`config.mk`:
```
export PLATFORM = sky130hd
export DESIGN_NAME = bit_flag_accum
export DESIGN_NICKNAME = d
export VERILOG_FILES = /design/src/rtl/bflag_pkg.sv /design/src/rtl/bit_pick.sv /design/src/rtl/flag_merge.sv /design/src/rtl/bit_flag_accum.sv
export SDC_FILE = /design/constraint.sdc
export NUM_CORES = 1
export LEC_CHECK = 0
export BUFFER_PORTS_ARGS = -buffer_cell sky130_fd_sc_hd__clkbuf_2
export CORE_ASPECT_RATIO = 0.6
export CORE_UTILIZATION = 25
export CTS_CLUSTER_DIAMETER = 100
export CTS_CLUSTER_SIZE = 24
export DETAILED_ROUTE_END_ITERATION = 6
export GPL_ROUTABILITY_DRIVEN = 1
export PLACE_DENSITY = 0.66
export SLEW_MARGIN = 25
export SYNTH_ARGS = -nofsm -noshare
export SYNTH_HDL_FRONTEND = slang
export SYNTH_SLANG_ARGS = --single-unit
```
`constraint.sdc`:
```
create_clock -name clk -period 4.9 [get_ports clk]
set_input_delay 0.735 -clock clk [delete_from_list [all_inputs] [get_ports clk]]
set_output_delay 0.735 -clock clk [all_outputs]
set_load 0.02 [all_outputs]
```
`src/rtl/bflag_pkg.sv`:
```
package bflag_pkg;
  typedef enum logic [1:0] {
    FOP_LOAD = 2'b00,
    FOP_AND  = 2'b01,
    FOP_OR   = 2'b10,
    FOP_XOR  = 2'b11
  } flag_op_e;

  localparam int FLAG_C = 0;
  localparam int FLAG_Z = 1;
  localparam int NUM_FLAGS = 2;
endpackage

```
`src/rtl/bit_pick.sv`:
```
module bit_pick #(
  parameter int REG_W = 32,
  parameter int PIN_W = 64,
  localparam int REG_IW = $clog2(REG_W),
  localparam int IDX_W = (PIN_W > REG_W) ? $clog2(PIN_W) : REG_IW
) (
  input  logic             src_pin,
  input  logic             invert,
  input  logic [IDX_W-1:0] index,
  input  logic [REG_W-1:0] reg_word,
  input  logic [PIN_W-1:0] pins,
  output logic             bit_o
);
  logic reg_bit;
  logic pin_bit;

  // register bits use only the low index bits
  assign reg_bit = reg_word[index[REG_IW-1:0]];
  assign pin_bit = pins[index];

  always_comb begin
    bit_o = (src_pin ? pin_bit : reg_bit) ^ invert;
  end
endmodule

```
`src/rtl/flag_merge.sv`:
```
module flag_merge
  import bflag_pkg::*;
(
  input  flag_op_e op,
  input  logic     cur,
  input  logic     bit_i,
  output logic     nxt
);
  always_comb begin
    unique case (op)
      FOP_LOAD: nxt = bit_i;
      FOP_AND:  nxt = cur & bit_i;
      FOP_OR:   nxt = cur | bit_i;
      FOP_XOR:  nxt = cur ^ bit_i;
      default:  nxt = cur;
    endcase
  end
endmodule

```
`src/rtl/bit_flag_accum.sv`:
```
module bit_flag_accum
  import bflag_pkg::*;
#(
  parameter int REG_W = 32,
  parameter int PIN_W = 64,
  localparam int IDX_W = (PIN_W > REG_W) ? $clog2(PIN_W) : $clog2(REG_W)
) (
  input  logic             clk,
  input  logic             rst,
  input  logic             valid_i,
  input  logic             src_pin_i,
  input  logic             invert_i,
  input  logic [1:0]       op_i,
  input  logic [IDX_W-1:0] index_i,
  input  logic [REG_W-1:0] reg_word_i,
  input  logic [PIN_W-1:0] pins_i,
  input  logic             wc_i,
  input  logic             wz_i,
  output logic             c_o,
  output logic             z_o,
  output logic             illegal_o
);
  logic                 sel_bit;
  logic [NUM_FLAGS-1:0] flag_q;
  logic [NUM_FLAGS-1:0] flag_nxt;
  logic [NUM_FLAGS-1:0] target;
  logic                 both_sel;
  logic                 illegal_q;

  bit_pick #(.REG_W(REG_W), .PIN_W(PIN_W)) u_pick (
    .src_pin (src_pin_i),
    .invert  (invert_i),
    .index   (index_i),
    .reg_word(reg_word_i),
    .pins    (pins_i),
    .bit_o   (sel_bit)
  );

  assign both_sel       = wc_i & wz_i;
  assign target[FLAG_C] = wc_i & ~wz_i;
  assign target[FLAG_Z] = wz_i & ~wc_i;

  for (genvar g = 0; g < NUM_FLAGS; g++) begin : g_flag
    flag_merge u_merge (
      .op   (flag_op_e'(op_i)),
      .cur  (flag_q[g]),
      .bit_i(sel_bit),
      .nxt  (flag_nxt[g])
    );

    always_ff @(posedge clk) begin
      if (rst)
        flag_q[g] <= 1'b0;
      else if (valid_i && target[g])
        flag_q[g] <= flag_nxt[g];
    end
  end

  always_ff @(posedge clk) begin
    if (rst) illegal_q <= 1'b0;
    else     illegal_q <= valid_i & both_sel;
  end

  assign c_o       = flag_q[FLAG_C];
  assign z_o       = flag_q[FLAG_Z];
  assign illegal_o = illegal_q;


  hold_when_idle_chk: assert property (@(posedge clk) disable iff (rst)
    !valid_i |=> ($stable(c_o) && $stable(z_o)));


  illegal_keeps_flags_chk: assert property (@(posedge clk) disable iff (rst)
    (valid_i && wc_i && wz_i) |=> (illegal_o && $stable(c_o) && $stable(z_o)));


  z_untouched_on_c_chk: assert property (@(posedge clk) disable iff (rst)
    (valid_i && wc_i && !wz_i) |=> $stable(z_o));


  c_untouched_on_z_chk: assert property (@(posedge clk) disable iff (rst)
    (valid_i && wz_i && !wc_i) |=> $stable(c_o));


  z_load_gets_bit_chk: assert property (@(posedge clk) disable iff (rst)
    (valid_i && wz_i && !wc_i && op_i == 2'b00) |=> (z_o == $past(sel_bit)));


  no_target_no_illegal_chk: assert property (@(posedge clk) disable iff (rst)
    (valid_i && !wc_i && !wz_i) |=> (!illegal_o && $stable(c_o) && $stable(z_o)));
endmodule

```
==> results of run 1 <==
registers in the layout (all words and copies together), names as in the netlist:
register / cells
z_o: 1
c_o: 1
illegal_o: 1
how the worst max path moves through the flow:
stage                    start          endpoint  cells past startpoint
floorplan           index_i[0]  c_o$_SDFFE_PP0P_                     13
global placement    index_i[1]  z_o$_SDFFE_PP0P_                     14
detailed placement  index_i[1]  c_o$_SDFFE_PP0P_                     14
CTS                 index_i[1]  c_o$_SDFFE_PP0P_                     14
global route        index_i[1]  c_o$_SDFFE_PP0P_                     14
finish              index_i[1]  c_o$_SDFFE_PP0P_                     14
cell usage after synthesis, types with 3 or more instances:
master | count | area [um2]
nand2_1 | 7 | 26.3
nand3b_1 | 3 | 22.5
mux2i_1 | 19 | 190
nand3_1 | 4 | 20.0
buf_4 | 3 | 22.5
nor2b_1 | 5 | 31.3
mux4_2 | 16 | 360
mux4_1 | 4 | 105
dfxtp_1 | 3 | 60.1
buf_1 | 3 | 11.3
nor2_1 | 8 | 30.0
worst max-delay path, delay by kind of cell:
kind | cells | cell delay, ns
fa+ha+maj | 1 | 0.28
mux | 3 | 0.81
simple gates | 4 | 0.35
compound gates | 3 | 0.46
xor+xnor | 1 | 0.25
buf+inv | 2 | 0.78
per-stage QoR:
stage / std cells / total power, uW / util (%)
floorplan: 101 / 108 / -
global placement: 265 / 159 / 40.3
detailed placement: 265 / 162 / 40.3
CTS: 269 / 237 / 41.4
global route: 269 / 255 / 41.4
finish: 269 / 235 / 41.4
per-layer routing:
layer	track usage, %	up-vias	wire length, um
met4	0.806	0	0
met1	22.9	626	1820
met5	0	-	0
met2	27.3	46	1800
li1	-	640	-
met3	2.45	0	164
power groups by stage:
stage          combinational (uW)  clock [uW]  sequential [uW]
2_1_floorplan                79.5           0             28.4
3_3_place_gp                  132           0             27.0
3_5_place_dp                  135           0             27.1
4_1_cts                       136        74.9             26.8
5_1_grt                       148        79.8             27.0
6_report                      134        74.4             26.8
logic make-up (layout without fill, tap and decap cells):
family,Yosys count,in the layout,share of synthesized area (%)
XOR/XNOR,1,1,1.45
AO/OA/AOI/OAI,12,12,9.35
multiplexers,40,40,59.4
flip-flops,3,3,5.35
buffers and inverters,10,118,6.68
adder cells (fa/ha/maj),2,2,2.23
AND/OR/NAND/NOR,33,33,15.6
layout make-up:
cell class	count	area (um2)	area share, %
multi-input combinational	88	988	56.8
timing repair buffer	114	573	32.9
sequential	3	60.1	3.45
tap	60	75.1	4.31
clock buffer	4	45.0	2.59
==> impl_metrics.json, run 1 <==
{
  "switchingPower_uw": 74.5,
  "wire_per_inst_um": 14.1,
  "synth_flop_cell": "dfxtp_1",
  "whs_path_depth": 3,
  "syn_to_final_growth_pct": 55.0,
  "crit_arrival_ns": 3.66,
  "postRouteAntennaNets": 0,
  "ctsResizeCount": 0,
  "min_period_over_period_pct": 72.6,
  "vdd_drop_max_v": 0.0000669,
  "worstSetupPathType": "input pin to register",
  "ios": 114,
  "clock_sinks": 3,
  "grt_pass1_vias": 1237,
  "rrSetupSlack_ns": 3.51,
  "vias_per_cell": 4.88,
  "dp_hpwl_um": 3290,
  "drv_cap": 0,
  "cts_hold_buffers": 0,
  "mostFrequentLayoutCells": "clkbuf_2, mux2i_1, mux4_2",
  "cts_tree": "yes",
  "synthCells": 101,
  "worstSetupEndpointType": "register",
  "grt.overflow.total": 0,
  "clkSlewWorstSetupHoldPaths_ns": 0.04,
  "fp-row-count": 18,
  "synth-seq-cells": 3,
  "cts_htree_levels": 1,
  "yosys_warnings": 0,
  "grtUsageTotal_pct": 16.1,
  "start_kind": "input pin",
  "reg2reg_to": "c_o$_SDFFE_PP0P_",
  "drc": 0,
  "first_pass_iters": 4,
  "layout.nets": 323,
  "clkPwrFrac_pct": 31.6,
  "status": "completed",
  "cts_buffer_depth": 2,
  "setup_slack_ns": 1.34,
  "hold_path_startpoint": "z_o$_SDFFE_PP0P_",
  "worst_path_max_delay_cell": "mux4_2",
  "initial_core_util_pct": 26.7,
  "routed_wl_um": 3780,
  "maxSlewHeadroom_pct": 61.2,
  "vias": 1312,
  "post_synth_num_cell_types": 30,
  "seqPwrFrac_pct": 11.4,
  "r2r_start": "c_o$_SDFFE_PP0P_",
  "whs_ns": 0.636,
  "dieArea_mm2": 0.00478,
  "coreArea_mm2": 0.00421,
  "final_max_slew_viol_count": 0,
  "synthArstFlopShare_pct": 0,
  "place_congestion": 0.836,
  "skew_ns": 0,
  "synth_nets": 214,
  "syn-cell-area_mm2": 0.00112,
  "cts_root_buffer": "clkbuf_8",
  "n_fill_cell": 428,
  "setup_viol": 0,
  "pre_cts_slack_ns": 1.14,
  "path_common_cell": "mux2i_1",
  "seq_area_frac_synth_pct": 5.35,
  "internal_power_uw": 161,
  "grt_max_degree": 23,
  "postCtsSetupBuffers": 0,
  "fin_crit_ns": 3.56,
  "syn_avg_cell_area_um2": 11.1,
  "grt_setup_unrepaired": "false",
  "power.density_mw_per_mm2": 135,
  "crit_fanout": 16,
  "cp_slowest_stage_delay_ns": 0.47,
  "worst_pin_slew_ns": 0.582,
  "synth-edff-count": 0,
  "p_comb_share_pct": 57.0,
  "antenna_found_initial": 0,
  "required_ns": 5.00,
  "final_hold_viol_count": 0,
  "grt_pass1_wl_um": 5730,
  "final_common_cell": "clkbuf_2",
  "die_y_um": 53.9,
  "holdPathEnd": "z_o$_SDFFE_PP0P_",
  "placed_area_mm2": 0.00170,
  "worstPathCellList": "clkbuf_2, buf_4, mux2i_1, mux4_2, nand2_1, nand4b_1, o211ai_2, xor2_2, ha_1, mux2i_1, nor2b_1, nor2_1, o21ai_0, o21a_1",
  "p_leak_uw": 0.000891,
  "dieWidth_um": 88.5,
  "drtIter0Drc": 55,
  "finalSetupTns_ns": 0,
  "numCtsBuffers": 3,
  "n_antenna_cell": 0,
  "drive_gt1_share_pct": 65.6,
  "clk_latency_ns": 0.21,
  "hp-class": "register to register",
  "fin_area_mm2": 0.00174,
  "io_buffers": 113,
  "r2r_cells": 6,
  "fmax_mhz": 281,
  "swShare_pct": 31.7
}
(Power assumes the default switching activity.)
==> run 2: changes to the inputs <==
--- a/config.mk
+++ b/config.mk
@@ -12,7 +12,7 @@
 export CTS_CLUSTER_SIZE = 24
 export DETAILED_ROUTE_END_ITERATION = 6
 export GPL_ROUTABILITY_DRIVEN = 1
-export PLACE_DENSITY = 0.66
+export PLACE_DENSITY = 0.68
 export SLEW_MARGIN = 25
 export SYNTH_ARGS = -nofsm -noshare
 export SYNTH_HDL_FRONTEND = slang
==> constraint.sdc (replaced) <==
create_clock -name clk -period 3.2 [get_ports clk]
set_input_delay 0.48 -clock clk [delete_from_list [all_inputs] [get_ports clk]]
set_output_delay 0.48 -clock clk [all_outputs]
set_load 0.02 [all_outputs]
==> impl_metrics.json, run 2 (synthesized netlist as in run 1, its figures left out) <==
{
  "postCtsSetupBuffers": 0,
  "worst_path_max_delay_cell": "mux4_1",
  "first_pass_iters": 4,
  "clock_sinks": 3,
  "required_ns": 3.31,
  "r2r_cells": 6,
  "ctsResizeCount": 0,
  "clk_latency_ns": 0.21,
  "power_uw": 362,
  "internal_power_uw": 252,
  "postRouteAntennaNets": 0,
  "antenna_found_initial": 0,
  "maxSlewHeadroom_pct": 75.3,
  "p_comb_share_pct": 58.5,
  "fin_crit_ns": 2.91,
  "grtUsageTotal_pct": 15.5,
  "vias": 1326,
  "place_congestion": 0.770,
  "die_y_um": 53.9,
  "layout.nets": 327,
  "grt_setup_unrepaired": "false",
  "worstPathCellList": "clkbuf_2, buf_12, mux4_1, nor3b_1, nor4_1, o211ai_1, o211ai_2, xor2_2, ha_1, mux2i_1, nor2b_1, nor2_1, o21ai_0, o21a_1",
  "worstSetupEndpointType": "register",
  "start_kind": "input pin",
  "fin_util_pct": 42.7,
  "dieWidth_um": 88.5,
  "dieArea_mm2": 0.00478,
  "worstSetupPathType": "input pin to register",
  "setup_slack_ns": 0.286,
  "dp_hpwl_um": 3280,
  "grt_max_degree": 21,
  "wire_per_inst_um": 13.5,
  "fp-row-count": 18,
  "initial_core_util_pct": 26.7,
  "drtIter0Drc": 28,
  "cts_tree": "yes",
  "coreArea_mm2": 0.00421,
  "cp_slowest_stage_delay_ns": 0.58,
  "skew_ns": 0,
  "ios": 114,
  "n_antenna_cell": 0,
  "mostFrequentLayoutCells": "clkbuf_2, mux2i_1, mux4_2",
  "routed_wl_um": 3690,
  "numCtsBuffers": 3,
  "status": "completed",
  "power.density_mw_per_mm2": 202,
  "fmax_mhz": 343,
  "final_common_cell": "clkbuf_2",
  "final_max_slew_viol_count": 0,
  "clkSlewWorstSetupHoldPaths_ns": 0.03,
  "whs_path_depth": 2,
  "cts_root_buffer": "clkbuf_8",
  "syn_to_final_growth_pct": 59.9,
  "drc": 0,
  "vias_per_cell": 4.86,
  "grt.overflow.total": 0,
  "io_buffers": 113,
  "cts_buffer_depth": 2,
  "crit_arrival_ns": 3.02,
  "final_hold_viol_count": 0,
  "worst_pin_slew_ns": 0.361,
  "drive_gt1_share_pct": 66.2,
  "drv_cap": 0,
  "hp-class": "input pin to register",
  "cts_htree_levels": 1,
  "finalSetupTns_ns": 0,
  "pre_cts_slack_ns": 0.0531,
  "seqPwrFrac_pct": 11.3,
  "crit_fanout": 11,
  "cts_hold_buffers": 0,
  "switchingPower_uw": 110,
  "clkPwrFrac_pct": 30.2,
  "vdd_drop_max_v": 0.0000926,
  "min_period_over_period_pct": 91.1,
  "swShare_pct": 30.4,
  "grt_pass1_vias": 1201,
  "setup_viol": 0,
  "p_leak_uw": 0.000920,
  "grt_pass1_wl_um": 5460
}
-- run 2: final timing paths --
path                               end              from  slack, ns
setup / recovery      z_o$_SDFFE_PP0P_        index_i[1]       0.29
hold reg to reg       z_o$_SDFFE_PP0P_  z_o$_SDFFE_PP0P_       0.62
setup reg to reg      z_o$_SDFFE_PP0P_  z_o$_SDFFE_PP0P_       1.88
hold / removal    illegal_o$_SDFF_PP0_               rst       0.48
-- run 2: final cells by class --
| type | instances | area (um2) |
|---|---|---|
| Sequential cell | 3 | 60.1 |
| Fill cell | 422 | 2410 |
| Multi-Input combinational cell | 88 | 988 |
| Tap cell | 60 | 75.1 |
| Clock buffer | 4 | 45.0 |
| Timing Repair Buffer | 118 | 628 |
-- run 2: worst max-delay path, delay by kind of cell --
family	cells	cell delay, ns
mux	2	0.77
compound gates	4	0.52
simple gates	4	0.43
buf+inv	2	0.29
fa+ha+maj	1	0.27
xor+xnor	1	0.24
-- run 2: per-stage QoR --
| stage | std cells | area (um2) | hold WS (ns) |
|---|---|---|---|
| 3_3_place_gp | 269 | 1750 | 0.612 |
| 3_5_place_dp | 269 | 1750 | 0.620 |
| 5_1_grt | 273 | 1800 | 0.487 |
| 2_1_floorplan | 101 | 1120 | 0.556 |
| 4_1_cts | 273 | 1800 | 0.477 |
| 6_report | 273 | 1800 | 0.479 |
-- run 2: power by group through the flow --
stage                     combinational [uW]  sequential, uW  clock (uW)
after global placement                   211            41.4           0
final                                    212            41.1         109
after floorplan                          122            43.5           0
after global routing                     233            41.3         118
after detailed placement                 214            41.6           0
after CTS                                214            41.1         112
-- run 2: metal layers --
| layer | GRT usage [%] | part of all wire [%] | vias to the layer above |
|---|---|---|---|
| li1 | - | - | 647 |
| met1 | 22.0 | 47 | 619 |
| met2 | 24.1 | 45 | 56 |
| met3 | 2.61 | 6.6 | 4 |
| met4 | 4.84 | 1.2 | 0 |
| met5 | 0 | 0 | - |
